File: src/rtl/tw_pkg.sv
package tw_pkg;

    // Protocol phase of the slave
    typedef enum logic [2:0] {
        ST_IDLE = 3'd0,
        ST_CTRL = 3'd1,
        ST_AHI  = 3'd2,
        ST_ALO  = 3'd3,
        ST_WDAT = 3'd4,
        ST_RDAT = 3'd5
    } tw_state_e;

    // Device type code expected in control bits 7..4
    localparam logic [3:0] TW_TYPE_CODE = 4'b1010;

endpackage

File: src/rtl/tw_sync.sv
module tw_sync #(
    parameter int   WIDTH     = 2,
    parameter int   STAGES    = 2,
    parameter logic RESET_VAL = 1'b1
) (
    input  logic             clk,
    input  logic             rst_n,
    input  logic [WIDTH-1:0] d_i,
    output logic [WIDTH-1:0] q_o
);

    logic [WIDTH-1:0] stg_q [STAGES];

    for (genvar s = 0; s < STAGES; s++) begin : g_stage
        if (s == 0) begin : g_first
            always_ff @(posedge clk or negedge rst_n) begin
                if (!rst_n) stg_q[s] <= {WIDTH{RESET_VAL}};
                else        stg_q[s] <= d_i;
            end
        end else begin : g_next
            always_ff @(posedge clk or negedge rst_n) begin
                if (!rst_n) stg_q[s] <= {WIDTH{RESET_VAL}};
                else        stg_q[s] <= stg_q[s-1];
            end
        end
    end

    assign q_o = stg_q[STAGES-1];

endmodule

File: src/rtl/tw_cond_det.sv
module tw_cond_det (
    input  logic clk,
    input  logic rst_n,
    input  logic scl_s_i,
    input  logic sda_s_i,
    output logic start_o,
    output logic stop_o,
    output logic rise_o,
    output logic fall_o
);

    logic scl_p_q, sda_p_q;

    always_ff @(posedge clk or negedge rst_n) begin
        if (!rst_n) begin
            scl_p_q <= 1'b1;
            sda_p_q <= 1'b1;
        end else begin
            scl_p_q <= scl_s_i;
            sda_p_q <= sda_s_i;
        end
    end

    // data edges are conditions only while the clock stays high
    assign start_o = scl_s_i & scl_p_q &  sda_p_q & ~sda_s_i;
    assign stop_o  = scl_s_i & scl_p_q & ~sda_p_q &  sda_s_i;
    assign rise_o  =  scl_s_i & ~scl_p_q;
    assign fall_o  = ~scl_s_i &  scl_p_q;

endmodule

File: src/rtl/tw_mem_slave.sv
module tw_mem_slave
    import tw_pkg::*;
#(
    parameter int ADDR_W      = 13,
    parameter int PAGE_BITS   = 6,
    parameter int HOLD_CYC    = 4,
    parameter int SYNC_STAGES = 2
) (
    input  logic              clk,
    input  logic              rst_n,
    input  logic              scl_i,
    input  logic              sda_i,
    output logic              sda_drive_low_o,
    input  logic [2:0]        strap_i,
    input  logic              busy_i,
    output logic [ADDR_W-1:0] rd_addr_o,
    input  logic [7:0]        rd_data_i,
    output logic              wr_valid_o,
    output logic [ADDR_W-1:0] wr_addr_o,
    output logic [7:0]        wr_data_o
);

    localparam int HI_BITS = ADDR_W - 8;
    localparam int DLY_W   = $clog2(HOLD_CYC + 1);
    localparam logic [DLY_W-1:0] DLY_LOAD = DLY_W'(HOLD_CYC);
    localparam logic [DLY_W-1:0] DLY_ONE  = DLY_W'(1);

    typedef struct packed {
        tw_state_e         st;
        logic [3:0]        bcnt;   // clock rises seen in this byte slot
        logic [7:0]        sh;
        logic [ADDR_W-1:0] ptr;
        logic              rd;
        logic              ack;
        logic              tgt;    // pending drive-low value
        logic              drv;
        logic [DLY_W-1:0]  dly;
        logic              wv;
        logic [ADDR_W-1:0] wa;
        logic [7:0]        wd;
    } regs_t;

    regs_t d, q;

    logic [1:0] line_s;
    logic       scl_s, sda_s;
    logic       start_ev, stop_ev, rise_ev, fall_ev;
    logic [7:0] byte_in;

    tw_sync #(.WIDTH(2), .STAGES(SYNC_STAGES), .RESET_VAL(1'b1)) sync_i (
        .clk   (clk),
        .rst_n (rst_n),
        .d_i   ({scl_i, sda_i}),
        .q_o   (line_s)
    );

    assign scl_s = line_s[1];
    assign sda_s = line_s[0];

    tw_cond_det cond_i (
        .clk     (clk),
        .rst_n   (rst_n),
        .scl_s_i (scl_s),
        .sda_s_i (sda_s),
        .start_o (start_ev),
        .stop_o  (stop_ev),
        .rise_o  (rise_ev),
        .fall_o  (fall_ev)
    );

    assign byte_in = {q.sh[6:0], sda_s};

    always_comb begin
        d    = q;
        d.wv = 1'b0;

        // output delay after a clock fall
        if (q.dly != '0) begin
            d.dly = q.dly - DLY_ONE;
            if (q.dly == DLY_ONE) d.drv = q.tgt;
        end

        if (stop_ev) begin
            d.st   = ST_IDLE;
            d.bcnt = 4'd0;
            d.tgt  = 1'b0;
            d.drv  = 1'b0;
            d.dly  = '0;
        end else if (start_ev) begin
            d.st   = ST_CTRL;
            d.bcnt = 4'd0;
            d.tgt  = 1'b0;
            d.drv  = 1'b0;
            d.dly  = '0;
        end else if (q.st != ST_IDLE) begin
            if (rise_ev) begin
                if (q.bcnt < 4'd8) begin
                    d.bcnt = q.bcnt + 4'd1;
                    if (q.st != ST_RDAT) begin
                        d.sh = byte_in;
                        if (q.bcnt == 4'd7) begin
                            d.ack = ~busy_i;
                            case (q.st)
                                ST_CTRL: begin
                                    d.ack = ~busy_i && (byte_in[7:4] == TW_TYPE_CODE)
                                            && (byte_in[3:1] == strap_i);
                                    d.rd  = byte_in[0];
                                end
                                ST_AHI: if (!busy_i) d.ptr[ADDR_W-1:8] = byte_in[HI_BITS-1:0];
                                ST_ALO: if (!busy_i) d.ptr[7:0] = byte_in;
                                ST_WDAT: if (!busy_i) begin
                                    d.wv = 1'b1;
                                    d.wa = q.ptr;
                                    d.wd = byte_in;
                                    d.ptr[PAGE_BITS-1:0] = q.ptr[PAGE_BITS-1:0] + PAGE_BITS'(1);
                                end
                                default: ;
                            endcase
                        end
                    end
                end else if (q.bcnt == 4'd8) begin
                    d.bcnt = 4'd9;
                    if (q.st == ST_RDAT) d.ack = ~sda_s;   // master acknowledge
                end
            end else if (fall_ev) begin
                d.dly = DLY_LOAD;
                if (q.st == ST_RDAT) begin
                    if (q.bcnt >= 4'd1 && q.bcnt <= 4'd7) begin
                        d.sh  = {q.sh[6:0], 1'b0};
                        d.tgt = ~q.sh[6];
                    end else if (q.bcnt == 4'd8) begin
                        d.tgt = 1'b0;
                        d.ptr = q.ptr + ADDR_W'(1);
                    end else if (q.bcnt == 4'd9) begin
                        if (q.ack) begin
                            d.sh   = rd_data_i;
                            d.tgt  = ~rd_data_i[7];
                            d.bcnt = 4'd0;
                        end else begin
                            d.st  = ST_IDLE;
                            d.tgt = 1'b0;
                        end
                    end
                end else begin
                    if (q.bcnt == 4'd8) begin
                        d.tgt = q.ack;
                    end else if (q.bcnt == 4'd9) begin
                        d.tgt  = 1'b0;
                        d.bcnt = 4'd0;
                        if (!q.ack) begin
                            d.st = ST_IDLE;
                        end else begin
                            case (q.st)
                                ST_CTRL: begin
                                    if (q.rd) begin
                                        d.st  = ST_RDAT;
                                        d.sh  = rd_data_i;
                                        d.tgt = ~rd_data_i[7];
                                    end else begin
                                        d.st = ST_AHI;
                                    end
                                end
                                ST_AHI:  d.st = ST_ALO;
                                ST_ALO:  d.st = ST_WDAT;
                                default: d.st = q.st;
                            endcase
                        end
                    end
                end
            end
        end
    end

    always_ff @(posedge clk or negedge rst_n) begin
        if (!rst_n) begin
            q <= '{st: ST_IDLE, bcnt: 4'd0, sh: 8'd0, ptr: '0, rd: 1'b0, ack: 1'b0,
                   tgt: 1'b0, drv: 1'b0, dly: '0, wv: 1'b0, wa: '0, wd: 8'd0};
        end else begin
            q <= d;
        end
    end

    assign sda_drive_low_o = q.drv;
    assign rd_addr_o       = q.ptr;
    assign wr_valid_o      = q.wv;
    assign wr_addr_o       = q.wa;
    assign wr_data_o       = q.wd;

    // pulling the line low starts only while the clock is low
    a_r9_low_only_scl_low: assert property (@(posedge clk) disable iff (!rst_n)
        $rose(sda_drive_low_o) |-> !scl_s);

    // a write pulse lasts one cycle
    a_r6_single_pulse: assert property (@(posedge clk) disable iff (!rst_n)
        wr_valid_o |=> !wr_valid_o);

    // no write issued from a byte ending while busy
    a_r4_no_write_busy: assert property (@(posedge clk) disable iff (!rst_n)
        wr_valid_o |-> !$past(busy_i));

    // a STOP leaves the slave idle
    a_r1_stop_idle: assert property (@(posedge clk) disable iff (!rst_n)
        stop_ev |=> (q.st == ST_IDLE));

    // idle with nothing pending means the line is released
    a_r8_idle_released: assert property (@(posedge clk) disable iff (!rst_n)
        (q.st == ST_IDLE && q.dly == '0) |-> !sda_drive_low_o);

endmodule

File: config.mk
export PLATFORM = sky130hd
export DESIGN_NAME = tw_mem_slave
export DESIGN_NICKNAME = d
export VERILOG_FILES = /design/src/rtl/tw_pkg.sv /design/src/rtl/tw_sync.sv /design/src/rtl/tw_cond_det.sv /design/src/rtl/tw_mem_slave.sv
export SDC_FILE = /design/constraint.sdc
export NUM_CORES = 1
export LEC_CHECK = 0
export BUFFER_PORTS_ARGS = -buffer_cell sky130_fd_sc_hd__buf_2
export CAP_MARGIN = 20
export CORE_ASPECT_RATIO = 1.75
export CORE_MARGIN = 1
export CORE_UTILIZATION = 52
export DETAILED_ROUTE_END_ITERATION = 8
export MAX_ROUTING_LAYER = met4
export PLACE_DENSITY = 0.76
export SYNTH_ARGS = -nofsm -noshare
export SYNTH_HDL_FRONTEND = slang
export SYNTH_HIERARCHICAL = 1
export SYNTH_SLANG_ARGS = --single-unit
export TNS_END_PERCENT = 20
File: constraint.sdc
create_clock -name clk -period 2.5 [get_ports clk]
set_input_delay 0.625 -clock clk [delete_from_list [all_inputs] [get_ports clk]]
set_output_delay 0.625 -clock clk [all_outputs]
set_load 0.01 [all_outputs]
Word-level counts from Yosys, hierarchy flattened:

Index checks and enable logic that the tools add are counted.

* bits in registers: 63
* bits of input ports: 16
* output and inout bits: 36
* logic and storage cells: 194

* add/subtract/negate cells: 4
* $lt $le $gt $ge: 3
* equal/unequal tests: 38
* muxes and demuxes: 77
* bitwise operators: 16
* reductions and logical operators: 38

Operator list (number)
* $mux 22: 9
* $mux 8: 13
* $mux 15: 6
* $mux 25: 2
* $mux 13: 3
* $reduce_bool 3->1: 12
* $mux 31: 1
* $mux 28: 1
* $reduce_and 12->1: 2
* $mux 23: 1
* $mux 3: 7
* $mux 7: 3
* $reduce_bool 5->1: 4
* $mux 1: 18
* $reduce_and 9->1: 2
* $reduce_and 8->1: 2
* $mux 5: 3
* $reduce_and 14->1: 1
* $add 13x1->13 const B: 1
* $reduce_and 13->1: 1
* $eq 4x4->1 const B: 3
* $mux 12: 1
* $mux 4: 3
* $ne 2x2->1 const B: 6
* other kinds (33): 71

Longest topological paths before layout:

* word-level depth: 17
* depth in mapped cells: 8
* depth with buffers taken out: 7

Cells and area by module:

Netlist, hierarchy kept.

By module, submodules not included
* tw_mem_slave: times used 1, cells each 373, area each 3653.5 um^2, sequential area each 1401.3 um^2
* tw_sync: times used 1, cells each 6, area each 120.1 um^2, sequential area each 105.1 um^2
* tw_cond_det: times used 1, cells each 6, area each 87.6 um^2, sequential area each 52.6 um^2

Worst setup path before layout:

OpenSTA, ideal clock, no wires.

* path kind: register to register
* from: register sync_i.stg_q (netlist bit sync_i/q_o[1])
* to: register q (netlist bit byte_in[1])
* library setup time: 125 ps
* arrival time: 2265 ps
* data required time: 2375 ps
* path slack: 110 ps
* stages on the path, launching flop included: 9
* buffers on the path: 2
* clock period less this slack: 2390 ps
* path through: dfstp_2 buf_4 nor2b_1 inv_1 buf_2 nor3_4 o32ai_1 a211oi_4 mux2_2

* elaborated cells between the ends (all ways): 23

RTL lines
* start: declaration: RTL line tw_sync.sv:12 `logic [WIDTH-1:0] stg_q [STAGES];`
* start signal: indexed assignment: RTL line tw_sync.sv:22 `if (!rst_n) stg_q[s] <= {WIDTH{RESET_VAL}};`
* start signal: indexed assignment: RTL line tw_sync.sv:23 `else stg_q[s] <= stg_q[s-1];`
* $and 1x1->1 (*): RTL line tw_cond_det.sv:27 `assign rise_o = scl_s_i & ~scl_p_q;`
* via rise_ev: RTL line tw_mem_slave.sv:47 `logic start_ev, stop_ev, rise_ev, fall_ev;`
* $ne 3x1->1 (no source line) (tied with other cells)
* $reduce_and 14->1 (no source line)
* end signal: assignment: RTL line tw_mem_slave.sv:176 `q <= '{st: ST_IDLE, bcnt: 4'd0, sh: 8'd0, ptr: '0, rd: 1'b0, ack: 1'b0,`
* end: declaration: RTL line tw_mem_slave.sv:43 `regs_t d, q;`

The timed path passes the listed nets; every way through them passes the cells marked *.
A chain may end at the register's enable or synchronous reset.

Final worst setup path:

* from: register q[50] in the netlist's numbering
* to: register q (netlist bit rd_addr_o[1])

* longest elaborated chain between the ends: 4
* elaborated cells between the ends (all ways): 11

Ends and longest elaborated chain
* $ge 4x1->1 / $le 4x3->1 (equally long branches): RTL line tw_mem_slave.sv:128 `if (q.bcnt >= 4'd1 && q.bcnt <= 4'd7) begin`
* $logic_and 1x1->1: RTL line tw_mem_slave.sv:128
* $ne 2x1->1 (no source line)
* $reduce_and 13->1 (no source line) (*)

Mark *: on every way between the ends. The rest lies on a longest branch, timed or not.

==> results.py <==
metrics = {
    "floorplan": {
        "core_area_um2": 7180,
        "rows": 41,
        "start_util": 0.538,
        "io_pins": 52,
        "dieWidth_um": 67.1,
        "fp.dieH_um": 116,
        "die_area_um2": 7790,
    },
    "yosys": {
        "synth.yosys.seq_area_share": 0.404,
        "synthCells": 385,
        "synth_edf_count": 0,
        "syn_nets": 409,
        "synth.cell_area_um2": 3860,
        "synth-main-ff-cell": "dfrtp_1",
        "async_flop_share": 1.00,
        "yosysWarnings": 6,
        "ys_seq_elements": 62,
        "ys_types": 62,
        "synth.avg_cell_area_um2": 10.0,
    },
    "timing": {
        "slew-limit-headroom": 0.601,
        "postLayoutSetupSlackWorst_ns": 0.0721,
        "slew_violations": 0,
        "rsz0062_at_grt": "no",
        "setup_viol": 0,
        "worst_pin_slew_ns": 0.598,
        "fin_setup_tns_ns": 0,
        "hold_viol": 0,
        "timing.hold.ws_ns": 0.299,
        "fin_crit_sh": 0.971,
        "clock-skew-final_ns": 0.00771,
        "max_freq_ghz": 0.412,
        "fin_crit_ns": 2.43,
    },
    "drt": {
        "drt-pass1-iter-count": 6,
        "met1Wirelength_um": 3520,
        "wl_per_cell_um": 18.7,
        "top_layer": "met4",
        "wl_met3_um": 341,
        "drt-total-wl_um": 9490,
        "viasPerCell": 6.00,
        "wl_met2_um": 5180,
        "drt-initial-drc-count": 278,
        "vias": 3046,
        "ant_nets": 0,
        "drc_errors": 0,
    },
    "layout": {
        "drive_above_1_share": 0.339,
        "multiInputGateArea_um2": 1920,
        "fill_cells": 612,
        "final-seq-area_um2": 1560,
        "layout_common_cells": "dfrtp_1, buf_2, nand2_1",
        "n_antenna_cell": 0,
        "fin_nets": 441,
        "final_common_cell": "dfrtp_1",
        "areaGrowthSynthToFinish_pct": 13.2,
    },
    "setup_path": {
        "crit_fanout": 6,
        "critPathLaunchType": "flop",
        "worstPathArrival_ns": 2.64,
        "cp.required_ns": 2.72,
        "end_kind": "flop",
        "crit_type": "reg -> reg",
    },
    "place": {
        "portBuffers": 51,
        "preCtsSetupSlack_ns": 0.106,
        "gp_congestion": 0.965,
        "hpwl_um": 7120,
    },
    "min_path": {
        "hold_path_class": "in -> async",
    },
    "cts": {
        "holdBufCountCts": 0,
        "cts_buffers": 9,
        "h-tree-depth": 3,
        "root_buffer": "clkbuf_16",
        "cts_sinks": 62,
        "cts_buffer_depth": 2,
        "clk_latency_ns": 0.33,
        "clk_pin_slew_ns": 0.06,
        "tritoncts": "built",
    },
    "power": {
        "p_comb_frac": 0.095,
        "cellPowerDensity_nw_per_um2": 591,
        "swShare": 0.242,
        "power_frac_seq": 0.420,
        "leakagePower_uw": 0.00198,
        "clkPwrFrac": 0.485,
        "ir_drop_mv": 0.501,
        "net-switching-power_uw": 624,
        "p_int_uw": 1960,
    },
    "global_route": {
        "grt_pass1_vias": 3041,
        "overflow": 0,
        "antenna_found_initial": 0,
        "grt_max_degree": 29,
        "grt_usage": 0.278,
        "grt_pass1_wl_um": 15200,
    },
    "job": {
        "drv_cap": 0,
    },
    "run_status": {
        "status": "complete, no violations",
    },
}
-- synth_stat cells (7+ instances only) --
cell	instances	area, um^2
nand2_1	32	120
buf_2	7	35.0
nor3_1	10	50.1
o21a_1	8	60.1
ha_1	8	100
dfrtp_1	56	1400
buf_4	40	300
o21ai_0	26	130
nand3_1	7	35.0
mux2i_1	9	90.1
a21oi_1	18	90.1
mux2_2	31	349
nor2b_1	7	43.8
inv_1	10	37.5
nor2_1	15	56.3
-- sequential cells by signal, indices dropped and copies added, names as in the netlist --
signal,cells
q,13
rd_addr_o,13
wr_addr_o,13
wr_data_o,8
byte_in,7
sync_i/q_o,2
sync_i/stg_q,2
cond_i/scl_p_q,1
cond_i/sda_p_q,1
sda_drive_low_o,1
wr_valid_o,1
-- worst max-delay path: stages (launching register included) --
cell      delay, ns
dfrtp_1        0.44
ha_1           0.30
nor3b_2        0.38
o211ai_2       0.14
a211o_1        0.38
or2_1          0.34
mux2_4         0.33
-- final timing paths --
check	start	end	slack (ns)	depth (start not counted)
worst max-delay path	q[50]	rd_addr_o[1]	0.07	6
worst min-delay path	rst_n	byte_in[2]	0.30	1
worst max register to register	q[50]	rd_addr_o[1]	0.07	6
worst min register to register	sync_i/stg_q[3]	sync_i/q_o[1]	0.35	0
max in group asynchronous	rst_n	rd_addr_o[12]	1.48	2
min in group clk	sync_i/stg_q[3]	sync_i/q_o[1]	0.35	0
-- power by group through the flow --
stage / sequential (uW) / clock [uW] / combinational [uW]
CTS: 1080 / 1280 / 246
global route: 1090 / 1320 / 283
finish: 1090 / 1250 / 244
global placement: 1100 / 0 / 237
detailed placement: 1100 / 0 / 244
floorplan: 1090 / 0 / 162
-- cell type report --
type / instances / area share
timing repair buffer: 74 / 0.101
tap: 86 / 0.0246
sequential: 62 / 0.357
clock buffer: 10 / 0.0547
inverter: 10 / 0.00859
clock inverter: 6 / 0.0160
multi-input combinational: 260 / 0.439
-- metal layers --
metal / vias to the layer above / track usage
li1: 1428 / -
met1: 1475 / 0.287
met2: 116 / 0.463
met3: 27 / 0.0581
met4: 0 / 0.179
met5: - / -
-- cell families (layout without fill, tap and decap cells) --
group                    count (synthesis)  after routing  synth area share
multiplexers                            41             41             0.118
AND/OR/NAND/NOR                        117            117             0.184
buffers and inverters                   63            100             0.102
XOR/XNOR                                 5              5            0.0113
adder cells (fa/ha/maj)                  8              8            0.0259
AO/OA/AOI/OAI                           89             89             0.155
flip-flops                              62             62             0.404
-- metrics by stage --
step | cell area [um^2] | power [uW] | utilization | cells
after CTS | 4370 | 2610 | 0.608 | 508
after floorplan | 3860 | 1250 | - | 385
final | 4370 | 2580 | 0.609 | 508
after global routing | 4370 | 2700 | 0.609 | 508
after detailed placement | 4060 | 1340 | 0.565 | 492
after global placement | 4060 | 1330 | 0.565 | 492
-- timing repair --
action,4_1_cts,5_1_grt
setup endpoints to repair,0,1
gates resized for setup,0,1
setup buffers,0,0
Note: power is estimated with default switching activity, not from simulation.
